--- src/rtl/eewp_pkg.sv ---
`timescale 1ns/1ps
package eewp_pkg;
  localparam int STATUS_W = 8;
  localparam int LEVEL_W  = 2;

  typedef enum logic [LEVEL_W-1:0] {
    PROT_NONE = 2'b00,
    PROT_QTR  = 2'b01,
    PROT_HALF = 2'b10,
    PROT_ALL  = 2'b11
  } prot_lvl_e;

  typedef struct packed {
    logic       busy;
    logic       wel;
    prot_lvl_e  lvl;
  } ctrl_state_t;
endpackage

--- src/rtl/eewp_enable_latch.sv ---
`timescale 1ns/1ps
module eewp_enable_latch (
  input  logic clk,
  input  logic rst_n,
  input  logic set_i,
  input  logic clr_i,
  input  logic done_i,
  input  logic busy_i,
  output logic wel_o
);
  logic wel_q;

  always_ff @(posedge clk) begin
    if (!rst_n) begin
      wel_q <= 1'b0;
    end else if (busy_i) begin
      if (done_i) wel_q <= 1'b0;
    end else if (clr_i) begin
      wel_q <= 1'b0;
    end else if (set_i) begin
      wel_q <= 1'b1;
    end
  end

  assign wel_o = wel_q;

  a_r2_set_when_idle: assert property (@(posedge clk) disable iff (!rst_n)
    (set_i && !clr_i && !busy_i) |=> wel_o);
  a_r2_clear_when_idle: assert property (@(posedge clk) disable iff (!rst_n)
    (clr_i && !busy_i) |=> !wel_o);
  a_r2_hold_while_busy: assert property (@(posedge clk) disable iff (!rst_n)
    (busy_i && !done_i) |=> $stable(wel_o));
  a_r3_done_clears: assert property (@(posedge clk) disable iff (!rst_n)
    (busy_i && done_i) |=> !wel_o);
endmodule

--- src/rtl/eewp_prot_check.sv ---
`timescale 1ns/1ps
module eewp_prot_check
  import eewp_pkg::*;
#(
  parameter int ADDR_W = 9
) (
  input  prot_lvl_e         lvl_i,
  input  logic [ADDR_W-1:0] addr_i,
  output logic              guarded_o
);
  logic in_top_quarter;
  logic in_top_half;

  generate
    if (ADDR_W >= 2) begin : g_wide
      assign in_top_quarter = &addr_i[ADDR_W-1 -: 2];
      assign in_top_half    = addr_i[ADDR_W-1];
    end else begin : g_narrow
      assign in_top_quarter = addr_i[0];
      assign in_top_half    = addr_i[0];
    end
  endgenerate

  always_comb begin
    unique case (lvl_i)
      PROT_NONE: guarded_o = 1'b0;
      PROT_QTR:  guarded_o = in_top_quarter;
      PROT_HALF: guarded_o = in_top_half;
      default:   guarded_o = 1'b1;
    endcase
  end
endmodule

--- src/rtl/eewp_prog_tracker.sv ---
`timescale 1ns/1ps
module eewp_prog_tracker
  import eewp_pkg::*;
(
  input  logic      clk,
  input  logic      rst_n,
  input  logic      wr_ok_i,
  input  logic      sr_ok_i,
  input  prot_lvl_e sr_lvl_i,
  input  logic      done_i,
  output logic      busy_o,
  output prot_lvl_e lvl_o,
  output logic      grant_o
);
  logic      busy_q;
  prot_lvl_e lvl_q;
  logic      grant_q;

  always_ff @(posedge clk) begin
    if (!rst_n) begin
      busy_q  <= 1'b0;
      lvl_q   <= PROT_NONE;
      grant_q <= 1'b0;
    end else begin
      grant_q <= wr_ok_i;
      if (busy_q) begin
        if (done_i) busy_q <= 1'b0;
      end else if (wr_ok_i || sr_ok_i) begin
        busy_q <= 1'b1;
      end
      if (sr_ok_i) lvl_q <= sr_lvl_i;
    end
  end

  assign busy_o  = busy_q;
  assign lvl_o   = lvl_q;
  assign grant_o = grant_q;

  a_r3_grant_single: assert property (@(posedge clk) disable iff (!rst_n)
    grant_o |=> !grant_o);
  a_r3_grant_busy: assert property (@(posedge clk) disable iff (!rst_n)
    grant_o |-> busy_o);
  a_r3_busy_holds: assert property (@(posedge clk) disable iff (!rst_n)
    (busy_o && !done_i) |=> busy_o);
  a_r8_level_hold: assert property (@(posedge clk) disable iff (!rst_n)
    !sr_ok_i |=> $stable(lvl_o));
endmodule

--- src/rtl/eewp_status_fmt.sv ---
`timescale 1ns/1ps
module eewp_status_fmt
  import eewp_pkg::*;
(
  input  logic                busy_i,
  input  logic                wel_i,
  input  prot_lvl_e           lvl_i,
  output logic [STATUS_W-1:0] status_o
);
  localparam int PAD_W = STATUS_W - 2 - LEVEL_W;

  always_comb begin
    if (busy_i) status_o = '1;
    else        status_o = {{PAD_W{1'b0}}, lvl_i, wel_i, 1'b0};
  end
endmodule

--- src/rtl/eewp_ctrl.sv ---
`timescale 1ns/1ps
module eewp_ctrl
  import eewp_pkg::*;
#(
  parameter int ADDR_W = 9
) (
  input  logic              clk,
  input  logic              rst_n,
  input  logic              wren_i,
  input  logic              wrdi_i,
  input  logic              wrsr_i,
  input  logic [7:0]        wrsr_data_i,
  input  logic              wr_req_i,
  input  logic [ADDR_W-1:0] wr_addr_i,
  input  logic              prog_done_i,
  input  logic              wp_pin_i,
  output logic [7:0]        status_o,
  output logic              wr_grant_o,
  output logic [1:0]        bp_o
);
  logic      busy;
  logic      wel;
  logic      guarded;
  logic      prog_allowed;
  logic      wr_ok;
  logic      sr_ok;
  prot_lvl_e lvl;
  prot_lvl_e sr_lvl;

  assign prog_allowed = !busy && wel && wp_pin_i;
  assign wr_ok  = wr_req_i && prog_allowed && !guarded;
  assign sr_ok  = wrsr_i && prog_allowed;
  assign sr_lvl = prot_lvl_e'(wrsr_data_i[3:2]);

  eewp_enable_latch u_latch (
    .clk    (clk),
    .rst_n  (rst_n),
    .set_i  (wren_i),
    .clr_i  (wrdi_i),
    .done_i (prog_done_i),
    .busy_i (busy),
    .wel_o  (wel)
  );

  eewp_prot_check #(.ADDR_W(ADDR_W)) u_prot (
    .lvl_i     (lvl),
    .addr_i    (wr_addr_i),
    .guarded_o (guarded)
  );

  eewp_prog_tracker u_track (
    .clk      (clk),
    .rst_n    (rst_n),
    .wr_ok_i  (wr_ok),
    .sr_ok_i  (sr_ok),
    .sr_lvl_i (sr_lvl),
    .done_i   (prog_done_i),
    .busy_o   (busy),
    .lvl_o    (lvl),
    .grant_o  (wr_grant_o)
  );

  eewp_status_fmt u_fmt (
    .busy_i   (busy),
    .wel_i    (wel),
    .lvl_i    (lvl),
    .status_o (status_o)
  );

  assign bp_o = lvl;

  a_r6_busy_all_ones: assert property (@(posedge clk) disable iff (!rst_n)
    busy |-> (status_o == 8'hFF));
  a_r4_idle_upper_zero: assert property (@(posedge clk) disable iff (!rst_n)
    !busy |-> (status_o[7:4] == 4'h0 && !status_o[0]));
  a_r7_pin_low_refuses: assert property (@(posedge clk) disable iff (!rst_n)
    (wr_req_i && !wp_pin_i) |=> !wr_grant_o);
  a_r7_no_latch_refuses: assert property (@(posedge clk) disable iff (!rst_n)
    (wr_req_i && !status_o[1]) |=> !wr_grant_o);
  a_r5_full_guard: assert property (@(posedge clk) disable iff (!rst_n)
    (wr_req_i && bp_o == 2'b11) |=> !wr_grant_o);
  a_r8_pin_low_keeps_level: assert property (@(posedge clk) disable iff (!rst_n)
    !wp_pin_i |=> $stable(bp_o));
endmodule

--- config.mk ---
export PLATFORM = sky130hd
export DESIGN_NAME = eewp_ctrl
export DESIGN_NICKNAME = d
export VERILOG_FILES = /design/src/rtl/eewp_pkg.sv /design/src/rtl/eewp_enable_latch.sv /design/src/rtl/eewp_prot_check.sv /design/src/rtl/eewp_prog_tracker.sv /design/src/rtl/eewp_status_fmt.sv /design/src/rtl/eewp_ctrl.sv
export SDC_FILE = /design/constraint.sdc
export NUM_CORES = 1
export LEC_CHECK = 0
export CORE_AREA = 2 2 39 41
export CTS_CLUSTER_SIZE = 14
export DETAILED_ROUTE_END_ITERATION = 16
export DIE_AREA = 0 0 41 43
export PLACE_DENSITY = 0.71
export SLEW_MARGIN = 20
export SYNTH_ARGS = -nofsm -noshare
export SYNTH_HDL_FRONTEND = slang
export SYNTH_SLANG_ARGS = --single-unit
--- constraint.sdc ---
create_clock -name clk -period 3.3 [get_ports clk]
set_clock_uncertainty 0.1 [all_clocks]
set_input_delay 0.33 -clock clk [delete_from_list [all_inputs] [get_ports clk]]
set_output_delay 0.33 -clock clk [all_outputs]
set_load 0.02 [all_outputs]
### After elaboration in Yosys (flattened, before gate mapping)

Index checks and enable logic that the tools add are counted.
W data, S select, Z words.

| cells by class | value |
|---|---|
| equal/unequal tests | 3 |
| multiplexer cells | 9 |
| reductions and logical operators | 12 |

Operators with widths:

| kind | count |
|---|---|
| $mux W8 | 1 |
| $mux W1 | 7 |
| $logic_and A1 B1 Y1 | 5 |
| $reduce_and A2 Y1 | 2 |
| $pmux W1 S3 | 1 |
| $reduce_bool A3 Y1 | 1 |
| $eq A2 B1 Y1 const B | 1 |
| $eq A2 B2 Y1 const B | 1 |
| $logic_not A1 Y1 | 2 |
| $logic_not A2 Y1 | 1 |
| $ne A2 B2 Y1 const B | 1 |
| $logic_or A1 B1 Y1 | 1 |

| storage, ports and cells | value |
|---|---|
| register bits after elaboration | 5 |
| input port bits | 25 |
| word-level logic and storage cells | 28 |

### Longest topological paths before layout

Gate-level depths: netlist of run 1.

| depth | value |
|---|---|
| depth in word-level cells | 8 |
| depth in mapped cells | 3 |
| gate-level depth less buffers | 3 |

### Modules after synthesis

From an unflattened synthesis of run 1, not the netlist that was laid out.

| second synthesis, totals | value |
|---|---|
| cells, all modules | 30 |
| area total of the unflattened synthesis | 294.0 µm² |

By module, submodules not included:

| module | times used | cells each | area an instance (µm²) | seq. area each (µm²) |
|---|---|---|---|---|
| eewp_prog_tracker | 1 | 11 | 132.6 | 80.1 |
| eewp_status_fmt | 1 | 8 | 56.3 | 0.0 |
| eewp_enable_latch | 1 | 4 | 51.3 | 20.0 |
| eewp_ctrl | 1 | 4 | 40.0 | 0.0 |
| eewp_prot_check | 1 | 3 | 13.8 | 0.0 |

### Worst setup path after synthesis of run 1

No wires, ideal clock.

| timing | value |
|---|---|
| path kind | register to output |
| start point | register u_track.lvl_q[0] (netlist: u_track.lvl_o[0]) |
| end point | output status_o[2] |
| arrival time | 0.769 ns |
| setup slack | 2.101 ns |
| cell stages (with the launch flop) | 2 |
| buffers on the path | 0 |
| cells stage by stage | dfxtp_1 > or2_2 |

| between the ends | value |
|---|---|
| cells in the longest elaborated chain, start to end | 1 |

Ends and longest elaborated chain:

| element | RTL line | RTL |
|---|---|---|
| start: declaration | eewp_prog_tracker.sv:16 | `prot_lvl_e lvl_q;` |
| start signal: assignment | eewp_prog_tracker.sv:31 | `if (sr_ok_i) lvl_q <= sr_lvl_i;` |
| $mux W8 | eewp_status_fmt.sv:13 | `if (busy_i) status_o = '1;` |
| end: declaration | eewp_ctrl.sv:17 | `output logic [7:0] status_o,` |

Every way passes these cells.

### Worst setup path after layout of run 1

| timing | value |
|---|---|
| start point | register u_track.busy_q (netlist: u_track.busy_o) |
| end point | output status_o[1] |

| between the ends | value |
|---|---|
| cells in the longest elaborated chain, start to end | 1 |

Ends and longest elaborated chain:

| element | RTL line | RTL |
|---|---|---|
| start: declaration | eewp_prog_tracker.sv:15 | `logic busy_q;` |
| start signal: assignment | eewp_prog_tracker.sv:21 | `busy_q <= 1'b0;` |
| start signal: assignment | eewp_prog_tracker.sv:27 | `if (done_i) busy_q <= 1'b0;` |
| start signal: assignment | eewp_prog_tracker.sv:29 | `busy_q <= 1'b1;` |
| $mux W8 | eewp_status_fmt.sv:13 |  |

Every way passes these cells.

==> results.toml, run 1 <==
[timing]
finalSetupTns_ns = 0
rsz0062_at_grt = "no"
slew_headroom_pct = 75.65
setup_viol = 0
max_freq_mhz = 507.0
drv_slew = 0
hold_viol_final = 0
hold_ws_ns = 0.4443
period_share_pct = 59.77
tightestPinTransition_ns = 0.3647
fin_crit_ns = 1.972

[worst_setup_path]
worstPathRequired_ns = 2.87
startpoint_type = "flip-flop"
cpPeakStageDelay_ns = 0.59
cp_slowest_cell = "clkdlybuf4s50_1"
reg2reg_from = "u_track.busy_o$_SDFF_PN0_"
crit_path_cell_trace = "or2_2 > clkdlybuf4s50_1"
path_delay_family = "buffers and inverters"
cp.buffers_inverters = 1
crit_start = "u_track.busy_o$_SDFF_PN0_"
worstSetupPathType = "reg -> out"
cp_data_arrival_time_ns = 1.54
end_kind = "output port"
path_max_fanout = 13

[power]
powerDensity_nw_per_um2 = 330.3
swShare_pct = 24.38
ir_drop_mv = 0.1190
p_int_mw = 0.1338
p_comb_share_pct = 22.9
switchingPower_mw = 0.04311
seqPwrFrac_pct = 36.9
power.leakage_nw = 0.2315
clockPowerShare_pct = 40.2
fin_total_pwr_mw = 0.1769

[placement]
portBuffers = 22
dp_hpwl_um = 532.4
place_congestion = 0.7025

[clocking]
cts_buffer_depth = 2
clk_pin_slew_worst_paths_ns = 0.04
postCtsSetupRepairBufs = 0
cts-buffers-inserted = 3
cts_root_buffer = "clkbuf_4"
cts.sink_count = 5
clock_latency_ns = 0.24
ctsHoldBuffers = 0
cts-htree-levels = 1
ctsResizeCount = 0
cts_tree = "done"

[floorplanning]
start_util_pct = 22.15
coreArea_um2 = 1384
io_pins = 36
fp.dieW_um = 41
rows = 14
die_height_um = 43
dieArea_um2 = 1763

[synthesis]
synthesis.area_um2 = 306.5
synth_seq_cells = 5
synthesis.nets = 55
syn_inst = 30
yosysWarningCount = 0
synth_cell_types = 15
syn_avg_cell_area_um2 = 10.22
yosysSeqAreaShare_pct = 32.65

[routing]
vias_per_cell = 4.045
top_layer_used = "met3"
wl_per_cell_um = 9.687
met2_length_um = 319
vias = 271
totalWireLength_um = 649
wl_met1_um = 260
detail-route-antenna-nets = 0
drt_iter0_drc = 0
drtPass1Iterations = 1
drc_errors = 0
wl_met3_um = 69

[cells_and_area]
fillers = 147
antenna_cells = 0
areaGrowthSynthToFinish_pct = 74.69
drive_gt1_share_pct = 15.69
nNetsFinal = 77
utilization_pct = 38.70

[run_status]
status = "completed"

[hold_path]
min_path_type = "reg -> reg"
min-delay-start = "u_latch.wel_o$_SDFFE_PN0P_"

[grt]
grt_pass1_vias = 256
antenna_found_initial = 0
grt_pass1_wl_um = 1014
grt_usage_pct = 9.246
grt_overflow = 0
grt_start_max_net_pins = 14

[flow_run]
drv_cap = 0
[final cells by class]
| class | count | area [µm²] | area share (%) |
|---|---|---|---|
| Timing Repair Buffer | 22 | 220.2 | 41.12 |
| Multi-Input combinational cell | 19 | 165.2 | 30.84 |
| Sequential cell | 5 | 100.1 | 18.69 |
| Clock buffer | 4 | 26.28 | 4.907 |
| Tap cell | 16 | 20.02 | 3.738 |
| Inverter | 1 | 3.754 | 0.7009 |
[cell usage after synthesis (all sizes together)]
cell type | n | area share (%)
nand3b | 1 | 6.5
buf | 5 | 12
mux2i | 3 | 9.8
dfxtp | 5 | 33
or2 | 3 | 6.1
inv | 1 | 1.2
a22oi | 1 | 2.4
o21ai | 1 | 1.6
nor2b | 3 | 6.1
a21o | 2 | 4.9
nand2 | 1 | 1.2
and2 | 1 | 2.0
nand4b | 1 | 2.9
nor2 | 1 | 1.2
a2111oi | 1 | 9.0
[per-layer routing]
| metal | up-vias | global-route usage, % |
|---|---|---|
| met3 | 0 | 4.712 |
| met4 | 0 | 8.000 |
| met1 | 113 | 9.355 |
| li1 | 142 | - |
| met5 | - | 0 |
| met2 | 16 | 13.13 |
[power groups by stage]
stage          Sequential (mW)  Clock (mW)  Combinational (mW)
2_1_floorplan           0.0665           0              0.0186
3_3_place_gp            0.0662           0              0.0404
3_5_place_dp            0.0663           0              0.0410
4_1_cts                 0.0653      0.0747              0.0411
5_1_grt                 0.0657      0.0764              0.0436
6_report                0.0652      0.0712              0.0405
[logic make-up (layout without fill, tap and decap cells)]
kind of cell,Yosys count,in the layout,share of synthesized area [%]
AND/OR/NAND/NOR,11,11,26.12
buffers and inverters,6,27,13.47
AO/OA/AOI/OAI,5,5,17.96
flip-flops,5,5,32.65
multiplexers,3,3,9.796
[placed cells by master (no fill, tap or decap)]
cell type,synthesis,final
or2_2,3,3
and2_1,1,1
nand4b_1,1,1
dfxtp_1,5,5
a22oi_1,1,1
clkbuf_1,0,1
nor2b_1,3,3
mux2i_1,3,3
nand3b_4,1,1
clkbuf_4,0,3
nor2_1,1,1
inv_1,1,1
o21ai_0,1,1
a21o_1,2,2
a2111oi_4,1,1
clkdlybuf4s50_1,0,22
nand2_1,1,1
[per-stage QoR]
step	cells	cell area, µm²	setup slack (ns)
2_1_floorplan	30	306.5	2.101
3_3_place_gp	63	509.2	1.594
3_5_place_dp	63	509.2	1.565
4_1_cts	67	535.5	1.292
5_1_grt	67	535.5	1.215
6_report	67	535.5	1.328
[sequential cells by signal, summed over array words and instances, names as in the netlist]
register and cells:
u_track.lvl_o 2, u_latch.wel_o 1, u_track.busy_o 1, u_track.grant_o 1
[worst register-to-register path, cell delays in order, from the launching register on]
cell	delay (ns)
dfxtp_1	0.53
nand4b_1	0.24
o21ai_0	0.12
a21o_1	0.18
[worst paths after layout]
| path | end | slack, ns | cells after the start |
|---|---|---|---|
| worst max-delay path | status_o[1] | 1.33 | 2 |
| worst min-delay path | u_track.grant_o$_SDFF_PN0_ | 0.44 | 2 |
| worst max register to register | u_track.busy_o$_SDFF_PN0_ | 2.02 | 3 |
| worst min register to register | u_track.grant_o$_SDFF_PN0_ | 0.44 | 2 |
(Power assumes the default switching activity.)
==> inputs of run 2 (changes only) <==
- CORE_AREA: 2 2 39 41 -> unset
- CORE_MARGIN: unset -> 1.5
- CORE_UTILIZATION: unset -> 22
- DIE_AREA: 0 0 41 43 -> unset
- clock period: 3.3 -> 1.6 ns (I/O delays scaled with it)
==> results.toml, run 2 (synthesis results as in run 1) <==
[routing]
vias_per_cell = 4.265
drt_iter0_drc = 1
totalWireLength_um = 673
drtPass1Iterations = 2
vias = 290
drc_errors = 0
detail-route-antenna-nets = 0
wl_per_cell_um = 9.897

[floorplanning]
coreArea_um2 = 1301
start_util_pct = 23.56
io_pins = 36
fp.dieW_um = 40.33
dieArea_um2 = 1627
die_height_um = 40.33
rows = 13

[clocking]
cts-htree-levels = 1
ctsResizeCount = 4
cts_root_buffer = "clkbuf_4"
clk_pin_slew_worst_paths_ns = 0.05
cts.sink_count = 5
cts-buffers-inserted = 3
postCtsSetupRepairBufs = 0
cts_tree = "done"
ctsHoldBuffers = 0
cts_buffer_depth = 2
clock_latency_ns = 0.25

[timing]
drv_slew = 0
tightestPinTransition_ns = 0.2638
finalSetupTns_ns = 0
fin_crit_ns = 1.533
slew_headroom_pct = 82.41
rsz0062_at_grt = "no"
setup_viol = 0
period_share_pct = 95.82
hold_ws_ns = 0.4074
max_freq_mhz = 652.3
hold_viol_final = 0

[worst_setup_path]
worstPathRequired_ns = 1.34
cp_data_arrival_time_ns = 1.27
path_delay_family = "buffers and inverters"
end_kind = "output port"
startpoint_type = "flip-flop"
cp.buffers_inverters = 1
path_max_fanout = 4
crit_path_cell_trace = "clkdlybuf4s50_1"
worstSetupPathType = "reg -> out"
cpPeakStageDelay_ns = 0.63
reg2reg_slack_ns = 0.33
cp_slowest_cell = "clkdlybuf4s50_1"

[cells_and_area]
nNetsFinal = 79
largest_reg_flops = 2
drive_gt1_share_pct = 20.75
antenna_cells = 0
mostFrequentLayoutCell = "clkdlybuf4s50_1"
areaGrowthSynthToFinish_pct = 80.00
final_cell_mix = "clkdlybuf4s50_1 (17), dfxtp_1 (4)"
fin_cells = 68
fillers = 143

[placement]
dp_hpwl_um = 500.6
place_congestion = 0.6765
portBuffers = 22
dp_cells = 64

[grt]
grt_overflow = 0
grt_pass1_vias = 290
antenna_found_initial = 0
grt_pass1_wl_um = 1159
grt_usage_pct = 11.64
grt_start_max_net_pins = 10

[hold_path]
min_path_type = "in -> reg"

[power]
p_int_mw = 0.2744
seqPwrFrac_pct = 36.0
p_comb_share_pct = 22.3
swShare_pct = 25.94
ir_drop_mv = 0.4057
power.leakage_nw = 0.2915
clockPowerShare_pct = 41.7
switchingPower_mw = 0.09608
powerDensity_nw_per_um2 = 671.4

[run_status]
status = "completed"

[flow_run]
drv_cap = 0
## run 2: cell types whose count changed in the layout (fill, tap and decap cells not counted), sizes merged
| cell | change |
|---|---|
| dlymetal6s2s | +2 |
| dlygate4sd2 | +3 |
| clkdlybuf4s50 | -5 |
| buf | +2 |
## run 2: cell type report
type / instances / area [µm²] / area share [%]
clock buffers: 4 / 26.28 / 4.762
inverters: 1 / 3.754 / 0.6803
multi-input cells: 19 / 165.2 / 29.93
flip-flops and latches: 5 / 101.3 / 18.37
well taps: 15 / 18.77 / 3.401
repair buffers: 24 / 236.5 / 42.86
## run 2: final timing paths
kind | start | end | cells past startpoint
max | u_track.lvl_o[0]$_SDFFE_PN0P_ | bp_o[0] | 1
min | wr_req_i | u_track.grant_o$_SDFF_PN0_ | 3
max reg2reg | u_track.busy_o$_SDFF_PN0_ | u_track.busy_o$_SDFF_PN0_ | 4
min reg2reg | u_track.lvl_o[0]$_SDFFE_PN0P_ | u_track.grant_o$_SDFF_PN0_ | 1
## run 2: worst reg2reg max path: stages, from the launching register on
cell and delay, ns:
dfxtp_2 0.35, buf_4 0.16, nand3b_4 0.16, a2111oi_4 0.33, a21o_1 0.11
## run 2: power by group through the flow
stage	Combinational, mW	Sequential (mW)	Clock [mW]
after floorplan	0.0383	0.137	0
after global routing	0.0890	0.134	0.171
after CTS	0.0839	0.134	0.161
after detailed placement	0.0871	0.136	0
after global placement	0.0867	0.136	0
final	0.0826	0.134	0.154
## run 2: per-stage QoR
stage	utilization [%]	total power [mW]	setup WS, ns	instance area (µm²)
after detailed placement	40.19	0.2230	0.1390	523.0
after global placement	40.19	0.2223	0.1501	523.0
after floorplan	-	0.1754	0.4249	306.5
final	42.40	0.3704	0.06687	551.8
after CTS	42.02	0.3791	0.04283	546.8
after global routing	42.40	0.3940	0.00007483	551.8
## run 2: layer usage
layer / part of all wire [%] / up-vias / wire (µm) / track usage, %
met5: 0 / - / 0 / 0
met4: 1.0 / 0 / 7 / 7.500
met3: 11 / 2 / 74 / 6.667
met2: 48 / 15 / 323 / 16.67
met1: 40 / 128 / 267 / 13.00
li1: - / 145 / - / -
